--- src/rtl/cfgs_pkg.sv ---
package cfgs_pkg;

    localparam int WORD_W   = 32;
    localparam int ADDR_W   = 4;

    // channel register field positions in the command word
    localparam int MODE_LO  = 17;
    localparam int EN_BIT   = 16;
    localparam int DIV_LO   = 8;
    localparam int DLY_LO   = 4;
    localparam int MODE_W   = 2;
    localparam int DIV_W    = 8;
    localparam int DLY_W    = 4;

    // soft reset and global registers
    localparam int SRST_BIT   = 31;
    localparam int GLB_ADDR   = 14;
    localparam int BOOST_ADDR = 9;
    localparam int BOOST_BIT  = 16;
    localparam int GEN_BIT    = 27;
    localparam int PD_BIT     = 26;
    localparam int INSEL_BIT  = 29;

    typedef enum logic [1:0] {
        ST_SHIFT   = 2'd0,
        ST_WRITE   = 2'd1,
        ST_SOFTRST = 2'd2,
        ST_HOLD    = 2'd3
    } ld_state_t;

    typedef struct packed {
        logic [MODE_W-1:0] mode;
        logic              en;
        logic [DIV_W-1:0]  div;
        logic [DLY_W-1:0]  dly;
    } ch_cfg_t;

    localparam ch_cfg_t CH_DEFAULT = '{mode: '0, en: 1'b0, div: 8'd1, dly: '0};

endpackage

--- src/rtl/cfgs_sync.sv ---
module cfgs_sync #(
    parameter int WIDTH  = 3,
    parameter int STAGES = 2
) (
    input  logic             clk,
    input  logic             rst_n,
    input  logic [WIDTH-1:0] async_i,
    output logic [WIDTH-1:0] level_o,
    output logic [WIDTH-1:0] rise_o
);

    logic [WIDTH-1:0] stg [STAGES];
    logic [WIDTH-1:0] prev_q;

    always_ff @(posedge clk or negedge rst_n) begin
        if (!rst_n) begin
            for (int k = 0; k < STAGES; k++) stg[k] <= '0;
            prev_q <= '0;
        end else begin
            stg[0] <= async_i;
            for (int k = 1; k < STAGES; k++) stg[k] <= stg[k-1];
            prev_q <= stg[STAGES-1];
        end
    end

    assign level_o = stg[STAGES-1];
    assign rise_o  = stg[STAGES-1] & ~prev_q;

endmodule

--- src/rtl/cfgs_loader.sv ---
module cfgs_loader
    import cfgs_pkg::*;
#(
    parameter int NCH = 8
) (
    input  logic              clk,
    input  logic              rst_n,
    input  logic              sclk_rise,
    input  logic              dat_lvl,
    input  logic              lat_lvl,
    input  logic              lat_rise,
    output logic [WORD_W-1:0] word_o,
    output logic              wr_o,
    output logic              srst_o
);

    ld_state_t         state, state_nx;
    logic [WORD_W-1:0] shreg;
    logic [ADDR_W-1:0] addr;
    logic              addr_held;

    assign addr      = shreg[ADDR_W-1:0];
    assign addr_held = (int'(addr) < NCH) || (int'(addr) == GLB_ADDR)
                     || (int'(addr) == BOOST_ADDR);

    // word assembly: only in ST_SHIFT with latch low
    always_ff @(posedge clk or negedge rst_n) begin
        if (!rst_n)
            shreg <= '0;
        else if (state == ST_SHIFT && !lat_lvl && sclk_rise)
            shreg <= {shreg[WORD_W-2:0], dat_lvl};
    end

    // state register
    always_ff @(posedge clk or negedge rst_n) begin
        if (!rst_n) state <= ST_SHIFT;
        else        state <= state_nx;
    end

    // next state
    always_comb begin
        state_nx = state;
        unique case (state)
            ST_SHIFT: begin
                if (lat_rise) begin
                    if (addr == '0 && shreg[SRST_BIT]) state_nx = ST_SOFTRST;
                    else if (addr_held)                 state_nx = ST_WRITE;
                    else                                state_nx = ST_HOLD;
                end
            end
            ST_WRITE:   state_nx = ST_HOLD;
            ST_SOFTRST: state_nx = ST_HOLD;
            ST_HOLD:    if (!lat_lvl) state_nx = ST_SHIFT;
            default:    state_nx = ST_SHIFT;
        endcase
    end

    // outputs
    always_comb begin
        wr_o   = 1'b0;
        srst_o = 1'b0;
        unique case (state)
            ST_WRITE:   wr_o   = 1'b1;
            ST_SOFTRST: srst_o = 1'b1;
            default: ;
        endcase
    end

    assign word_o = shreg;

    // commit and soft reset never coincide
    a_r6_single_action: assert property (@(posedge clk) disable iff (!rst_n)
        $onehot0({wr_o, srst_o}));

    // soft reset only from address 0 with the top bit set
    a_r6_srst_source: assert property (@(posedge clk) disable iff (!rst_n)
        srst_o |-> (word_o[ADDR_W-1:0] == '0 && word_o[SRST_BIT]));

    // word frozen while latch enable is high
    a_r8_frozen_latch_high: assert property (@(posedge clk) disable iff (!rst_n)
        lat_lvl |=> $stable(word_o));

    // a commit follows a latch rise by one cycle
    a_r2_commit_after_latch: assert property (@(posedge clk) disable iff (!rst_n)
        wr_o |-> $past(lat_rise));

endmodule

--- src/rtl/cfgs_regbank.sv ---
module cfgs_regbank
    import cfgs_pkg::*;
#(
    parameter int NCH = 8
) (
    input  logic              clk,
    input  logic              rst_n,
    input  logic              wr_i,
    input  logic              srst_i,
    input  logic [WORD_W-1:0] word_i,
    output ch_cfg_t           ch_q [NCH],
    output logic              glb_en_q,
    output logic              in_sel_q,
    output logic              boost_q,
    output logic              pwr_down_q
);

    logic [ADDR_W-1:0] addr;
    ch_cfg_t           wr_fields;
    logic [NCH-1:0]    en_vec;
    logic              unused_bits;

    assign addr      = word_i[ADDR_W-1:0];
    assign wr_fields = '{mode: word_i[MODE_LO +: MODE_W],
                         en:   word_i[EN_BIT],
                         div:  word_i[DIV_LO +: DIV_W],
                         dly:  word_i[DLY_LO +: DLY_W]};
    assign unused_bits = ^{word_i[31:30], word_i[28], word_i[25:19]};

    for (genvar i = 0; i < NCH; i++) begin : g_ch
        always_ff @(posedge clk or negedge rst_n) begin
            if (!rst_n)
                ch_q[i] <= CH_DEFAULT;
            else if (srst_i)
                ch_q[i] <= CH_DEFAULT;
            else if (wr_i && addr == ADDR_W'(i))
                ch_q[i] <= wr_fields;
        end
        assign en_vec[i] = ch_q[i].en;

        // other channels hold during a write
        a_r9_neighbour_holds: assert property (@(posedge clk) disable iff (!rst_n)
            (wr_i && addr != ADDR_W'(i)) |=> $stable(ch_q[i]));
    end

    always_ff @(posedge clk or negedge rst_n) begin
        if (!rst_n) begin
            glb_en_q   <= 1'b1;
            in_sel_q   <= 1'b0;
            pwr_down_q <= 1'b0;
            boost_q    <= 1'b0;
        end else if (srst_i) begin
            glb_en_q   <= 1'b1;
            in_sel_q   <= 1'b0;
            pwr_down_q <= 1'b0;
            boost_q    <= 1'b0;
        end else if (wr_i) begin
            if (int'(addr) == GLB_ADDR) begin
                glb_en_q   <= word_i[GEN_BIT];
                in_sel_q   <= word_i[INSEL_BIT];
                pwr_down_q <= word_i[PD_BIT];
            end
            if (int'(addr) == BOOST_ADDR)
                boost_q <= word_i[BOOST_BIT];
        end
    end

    // soft reset lands on defaults
    a_r6_defaults_after_srst: assert property (@(posedge clk) disable iff (!rst_n)
        srst_i |=> (en_vec == '0 && glb_en_q && !in_sel_q && !pwr_down_q && !boost_q));

    // without an action nothing moves
    a_r5_quiet_keeps_state: assert property (@(posedge clk) disable iff (!rst_n)
        (!wr_i && !srst_i) |=> ($stable(en_vec) && $stable(glb_en_q) && $stable(in_sel_q)
                                && $stable(pwr_down_q) && $stable(boost_q)));

endmodule

--- src/rtl/cfg_serial_bank.sv ---
module cfg_serial_bank
    import cfgs_pkg::*;
#(
    parameter int NCH         = 8,
    parameter int SYNC_STAGES = 2
) (
    input  logic               clk,
    input  logic               rst_n,
    input  logic               cfg_sclk,
    input  logic               cfg_sdat,
    input  logic               cfg_latch,
    output logic [2*NCH-1:0]   ch_mode_o,
    output logic [NCH-1:0]     ch_en_o,
    output logic [8*NCH-1:0]   ch_div_o,
    output logic [4*NCH-1:0]   ch_dly_o,
    output logic               glb_en_o,
    output logic               in_sel_o,
    output logic               boost_o,
    output logic               pwr_down_o
);

    localparam int SYNC_W = 3;

    logic [SYNC_W-1:0] lvl, rise;
    logic [WORD_W-1:0] word;
    logic              wr, srst;
    ch_cfg_t           ch_q [NCH];

    cfgs_sync #(.WIDTH(SYNC_W), .STAGES(SYNC_STAGES)) u_sync (
        .clk     (clk),
        .rst_n   (rst_n),
        .async_i ({cfg_latch, cfg_sdat, cfg_sclk}),
        .level_o (lvl),
        .rise_o  (rise)
    );

    cfgs_loader #(.NCH(NCH)) u_loader (
        .clk       (clk),
        .rst_n     (rst_n),
        .sclk_rise (rise[0]),
        .dat_lvl   (lvl[1]),
        .lat_lvl   (lvl[2]),
        .lat_rise  (rise[2]),
        .word_o    (word),
        .wr_o      (wr),
        .srst_o    (srst)
    );

    cfgs_regbank #(.NCH(NCH)) u_bank (
        .clk        (clk),
        .rst_n      (rst_n),
        .wr_i       (wr),
        .srst_i     (srst),
        .word_i     (word),
        .ch_q       (ch_q),
        .glb_en_q   (glb_en_o),
        .in_sel_q   (in_sel_o),
        .boost_q    (boost_o),
        .pwr_down_q (pwr_down_o)
    );

    logic unused_rise;
    assign unused_rise = rise[1];

    for (genvar i = 0; i < NCH; i++) begin : g_flat
        assign ch_mode_o[2*i +: 2] = ch_q[i].mode;
        assign ch_en_o[i]          = ch_q[i].en;
        assign ch_div_o[8*i +: 8]  = ch_q[i].div;
        assign ch_dly_o[4*i +: 4]  = ch_q[i].dly;
    end

endmodule

--- config.mk ---
export PLATFORM = sky130hd
export DESIGN_NAME = cfg_serial_bank
export DESIGN_NICKNAME = d
export VERILOG_FILES = /design/src/rtl/cfgs_pkg.sv /design/src/rtl/cfgs_sync.sv /design/src/rtl/cfgs_loader.sv /design/src/rtl/cfgs_regbank.sv /design/src/rtl/cfg_serial_bank.sv
export SDC_FILE = /design/constraint.sdc
export NUM_CORES = 1
export LEC_CHECK = 0
export BUFFER_PORTS_ARGS = -buffer_cell sky130_fd_sc_hd__buf_2
export CAP_MARGIN = 5
export CELL_PAD_IN_SITES_DETAIL_PLACEMENT = 0
export CELL_PAD_IN_SITES_GLOBAL_PLACEMENT = 2
export CORE_ASPECT_RATIO = 1.5
export CORE_MARGIN = 2
export CORE_UTILIZATION = 34
export DETAILED_ROUTE_END_ITERATION = 16
export GPL_TIMING_DRIVEN = 1
export PLACE_DENSITY_LB_ADDON = 0.1
export SYNTH_ARGS = -nofsm -noshare
export SYNTH_HDL_FRONTEND = slang
export SYNTH_SLANG_ARGS = --single-unit
--- constraint.sdc ---
create_clock -name clk -period 2 [get_ports clk]
set_input_delay 0.3 -clock clk [delete_from_list [all_inputs] [get_ports clk]]
set_output_delay 0.3 -clock clk [all_outputs]
set_load 0.1 [all_outputs]
==> run_results.csv <==
group,metric,value,unit
worst_setup_path,path_class,"register to register",
worst_setup_path,cp-end-kind,"register",
floorplanning,core-area,19500,sq um
routing,wl_per_cell,17.7,um
worst_setup_path,cp_max_fo,15,
placed_design,portBuffers,128,
global_route,grt_pass1_wl,30300,um
routing,totalWireLength,18900,um
placed_design,pre_cts_ws,105,ps
worst_setup_path,critPathMaxStageDelay,440,ps
final_layout,stdcell_count,1069,
routing,drtIter0Drc,267,
global_route,grt_usage,19.0,%
power_and_ir_drop,power_leakage,4.08,nW
logic_synthesis,syn_area_per_cell,9.96,sq um
placed_design,place_congestion,0.750,
worst_setup_path,cp_data_arrival_time,2250,ps
final_layout,final_design_area_no_fill,8440,sq um
floorplanning,initial_utilization,34.4,%
worst_setup_path,r2r-start,"u_loader.state[1]$_DFFE_PN0P_",
clock_tree,cts_sinks,166,
worst_setup_path,ff2ff_path_depth,7,
worst_setup_path,rr_endpoint,"u_bank.ch_q[111]$_DFFE_PN0P_",
sta,timing.final.crit_period,1910,ps
power_and_ir_drop,total_power,9.34,mW
sta,period_share,95.3,%
logic_synthesis,netlist_instances,675,
global_route,grt_pass1_vias,5245,
placed_design,place_area,7760,sq um
final_layout,drive_above_1_share,28.8,%
floorplanning,fp.dieW,119,um
routing,ant_nets,0,
logic_synthesis,synth_edf_count,0,
worst_setup_path,cp.required,2340,ps
global_route,grt_overflow_total,0,
worst_setup_path,start_kind,"register",
final_layout,fin_util,43.2,%
final_layout,nets,806,
clock_tree,cts_buffers,17,
outcome,status,"completed",
floorplanning,dieArea,20900,sq um
floorplanning,rows,63,
logic_synthesis,yosysWarnings,0,
sta,finalWorstSetupSlack,94.6,ps
power_and_ir_drop,peakVddDrop,0.755,mV
hold_path,min_path_type,"input port to asynchronous set/reset pin",
job,cap_violations,0,
final_layout,areaGrowthSynthToFinish,25.6,%
global_route,grt_max_degree,61,
routing,via_per_inst,4.77,
power_and_ir_drop,p_per_area,1110,nW/um^2
final_layout,antenna_cells,0,
sta,relSlewSlack,57.3,%
sta,worst_slew_pin_slew,640,ps
clock_tree,cts_tree,"done",
logic_synthesis,syn_area,6720,sq um
routing,drc,0,
clock_tree,root_buffer,"clkbuf_16",
placed_design,place_inst,1032,
floorplanning,die_h,176,um
sta,clock_skew,6.68,ps
sta,fin_tns_setup,0,ps
sta,slew_violations,0,
sta,rsz0062_at_grt,"false",
logic_synthesis,synth_cell_types,35,
logic_synthesis,syn-num-nets,685,
sta,max_freq,525,MHz
worst_setup_path,cp_slowest_cell,"dfrtp_1",
clock_tree,clock_latency,420,ps
floorplanning,num_io_pins,129,
sta,hold_viol_final,0,
worst_setup_path,worst-r2r-setup-slack,90,ps
logic_synthesis,synthArstFlopShare,100,%
sta,finalSetupViolCount,0,
clock_tree,clk_pin_slew,60,ps
sta,whs,357,ps
clock_tree,cts.path.max_buffers,2,
logic_synthesis,ys_seq_elements,166,
placed_design,dp_hpwl,12600,um
routing,vias,5098,
routing,dr.pass1.iters,4,
worst_setup_path,path_cells,"inv_2 -> ha_2 -> or3b_4 -> nor3_4 -> buf_12 -> nand2_1 -> a21oi_1",
clock_tree,htree_levels,4,
logic_synthesis,seq_area_frac_synth,62.0,%
logic_synthesis,ys.flop_type,"dfrtp_1",
global_route,grt_antenna_before_repair,0,
[cell usage after synthesis, types with 3 or more instances]
| library cell | number | area, sq um |
|---|---|---|
| nand2b_1 | 6 | 37.5 |
| clkbuf_1 | 29 | 109 |
| nor2b_1 | 3 | 18.8 |
| a21oi_1 | 111 | 556 |
| dfrtp_1 | 157 | 3930 |
| ha_1 | 5 | 62.6 |
| buf_2 | 21 | 105 |
| dfstp_2 | 9 | 236 |
| nand3b_1 | 9 | 67.6 |
| nand2_1 | 250 | 938 |
| o21ai_0 | 8 | 40.0 |
| nor2_1 | 5 | 18.8 |
| inv_1 | 4 | 15.0 |
| mux2_2 | 31 | 349 |
[cells by family (layout without fill, tap and decap cells)]
| family | count (synthesis) | after routing | share of synthesized area [%] |
|---|---|---|---|
| simple gates | 288 | 288 | 18.2 |
| flops | 166 | 166 | 62.0 |
| compound gates | 127 | 127 | 9.79 |
| buf+inv | 58 | 192 | 3.96 |
| mux | 31 | 31 | 5.19 |
| fa+ha+maj | 5 | 5 | 0.931 |
[critical path, delay by kind of cell (launching register included)]
kind | cells | cell delay [ps]
AO/OA/AOI/OAI | 1 | 160
AND/OR/NAND/NOR | 3 | 750
adder cells (fa/ha/maj) | 1 | 190
buffers and inverters | 2 | 290
flip-flops | 1 | 440
[cell usage in the layout, fill, tap and decap left out, types with 2 or more instances in the layout]
cell | Yosys | routed
nand2_1 | 250 | 250
dfrtp_1 | 157 | 157
buf_2 | 21 | 127
a21oi_1 | 111 | 111
mux2_2 | 31 | 31
clkbuf_16 | 0 | 17
buf_4 | 2 | 14
buf_12 | 0 | 10
nand3b_1 | 9 | 9
dfstp_2 | 9 | 9
o21ai_0 | 8 | 8
nand2b_1 | 6 | 6
nor2_1 | 5 | 5
bufinv_16 | 0 | 4
clkinvlp_4 | 0 | 4
dlygate4sd3_1 | 0 | 4
nor2b_1 | 3 | 3
inv_1 | 4 | 3
ha_1 | 5 | 3
clkbuf_1 | 29 | 3
nor2_4 | 2 | 2
and3_1 | 2 | 2
nand3_1 | 2 | 2
a21oi_2 | 2 | 2
inv_6 | 0 | 2
[layer usage]
layer | global-route usage (%) | vias up | share of wire [%]
li1 | - | 2439 | -
met2 | 34.0 | 100 | 53
met4 | 5.36 | 0 | 1.2
met5 | 0 | - | 0
met3 | 3.75 | 17 | 3.8
met1 | 23.3 | 2542 | 42
[registers in the layout (all words and copies together), names as in the netlist]
register / flops
u_bank.in_sel_q: 1
u_loader.state: 2
u_loader.word_o: 32
u_sync.stg: 3
u_sync.level_o: 3
u_bank.ch_q: 120
u_bank.boost_q: 1
u_bank.glb_en_q: 1
u_bank.pwr_down_q: 1
u_sync.prev_q: 2
[cell type report]
cell class,count,area [sq um]
clock buffer,21,450
clock inverter,11,173
fill,2014,11100
inverter,4,15.0
multi-input combinational,451,2320
sequential,166,4170
tap,260,325
timing repair buffer,156,992
[worst max-delay path by stage]
stage                                   from                         endpoint
6_report       u_loader.state[1]$_DFFE_PN0P_     u_bank.ch_q[111]$_DFFE_PN0P_
5_1_grt        u_loader.state[1]$_DFFE_PN0P_     u_bank.ch_q[111]$_DFFE_PN0P_
4_1_cts        u_loader.state[1]$_DFFE_PN0P_      u_bank.ch_q[89]$_DFFE_PN0P_
3_5_place_dp   u_loader.state[1]$_DFFE_PN0P_      u_bank.ch_q[89]$_DFFE_PN0P_
3_3_place_gp   u_loader.state[1]$_DFFE_PN0P_      u_bank.ch_q[93]$_DFFE_PN0P_
2_1_floorplan  u_loader.state[0]$_DFFE_PN0P_  u_loader.word_o[10]$_DFFE_PN0P_
[report_power, final]
group          switching (mW)  internal, mW
clock network            1.32          2.13
logic                    1.56         0.600
registers               0.195          3.53
[what timing repair did]
item / CTS / global route
buffers inserted: 0 / 1
hold buffers: 4 / 0
resized for setup: 0 / 2
setup endpoints to repair: 0 / 14
endpoints found under the hold margin: 34 / 0
Power figures use the tool's default switching activity.
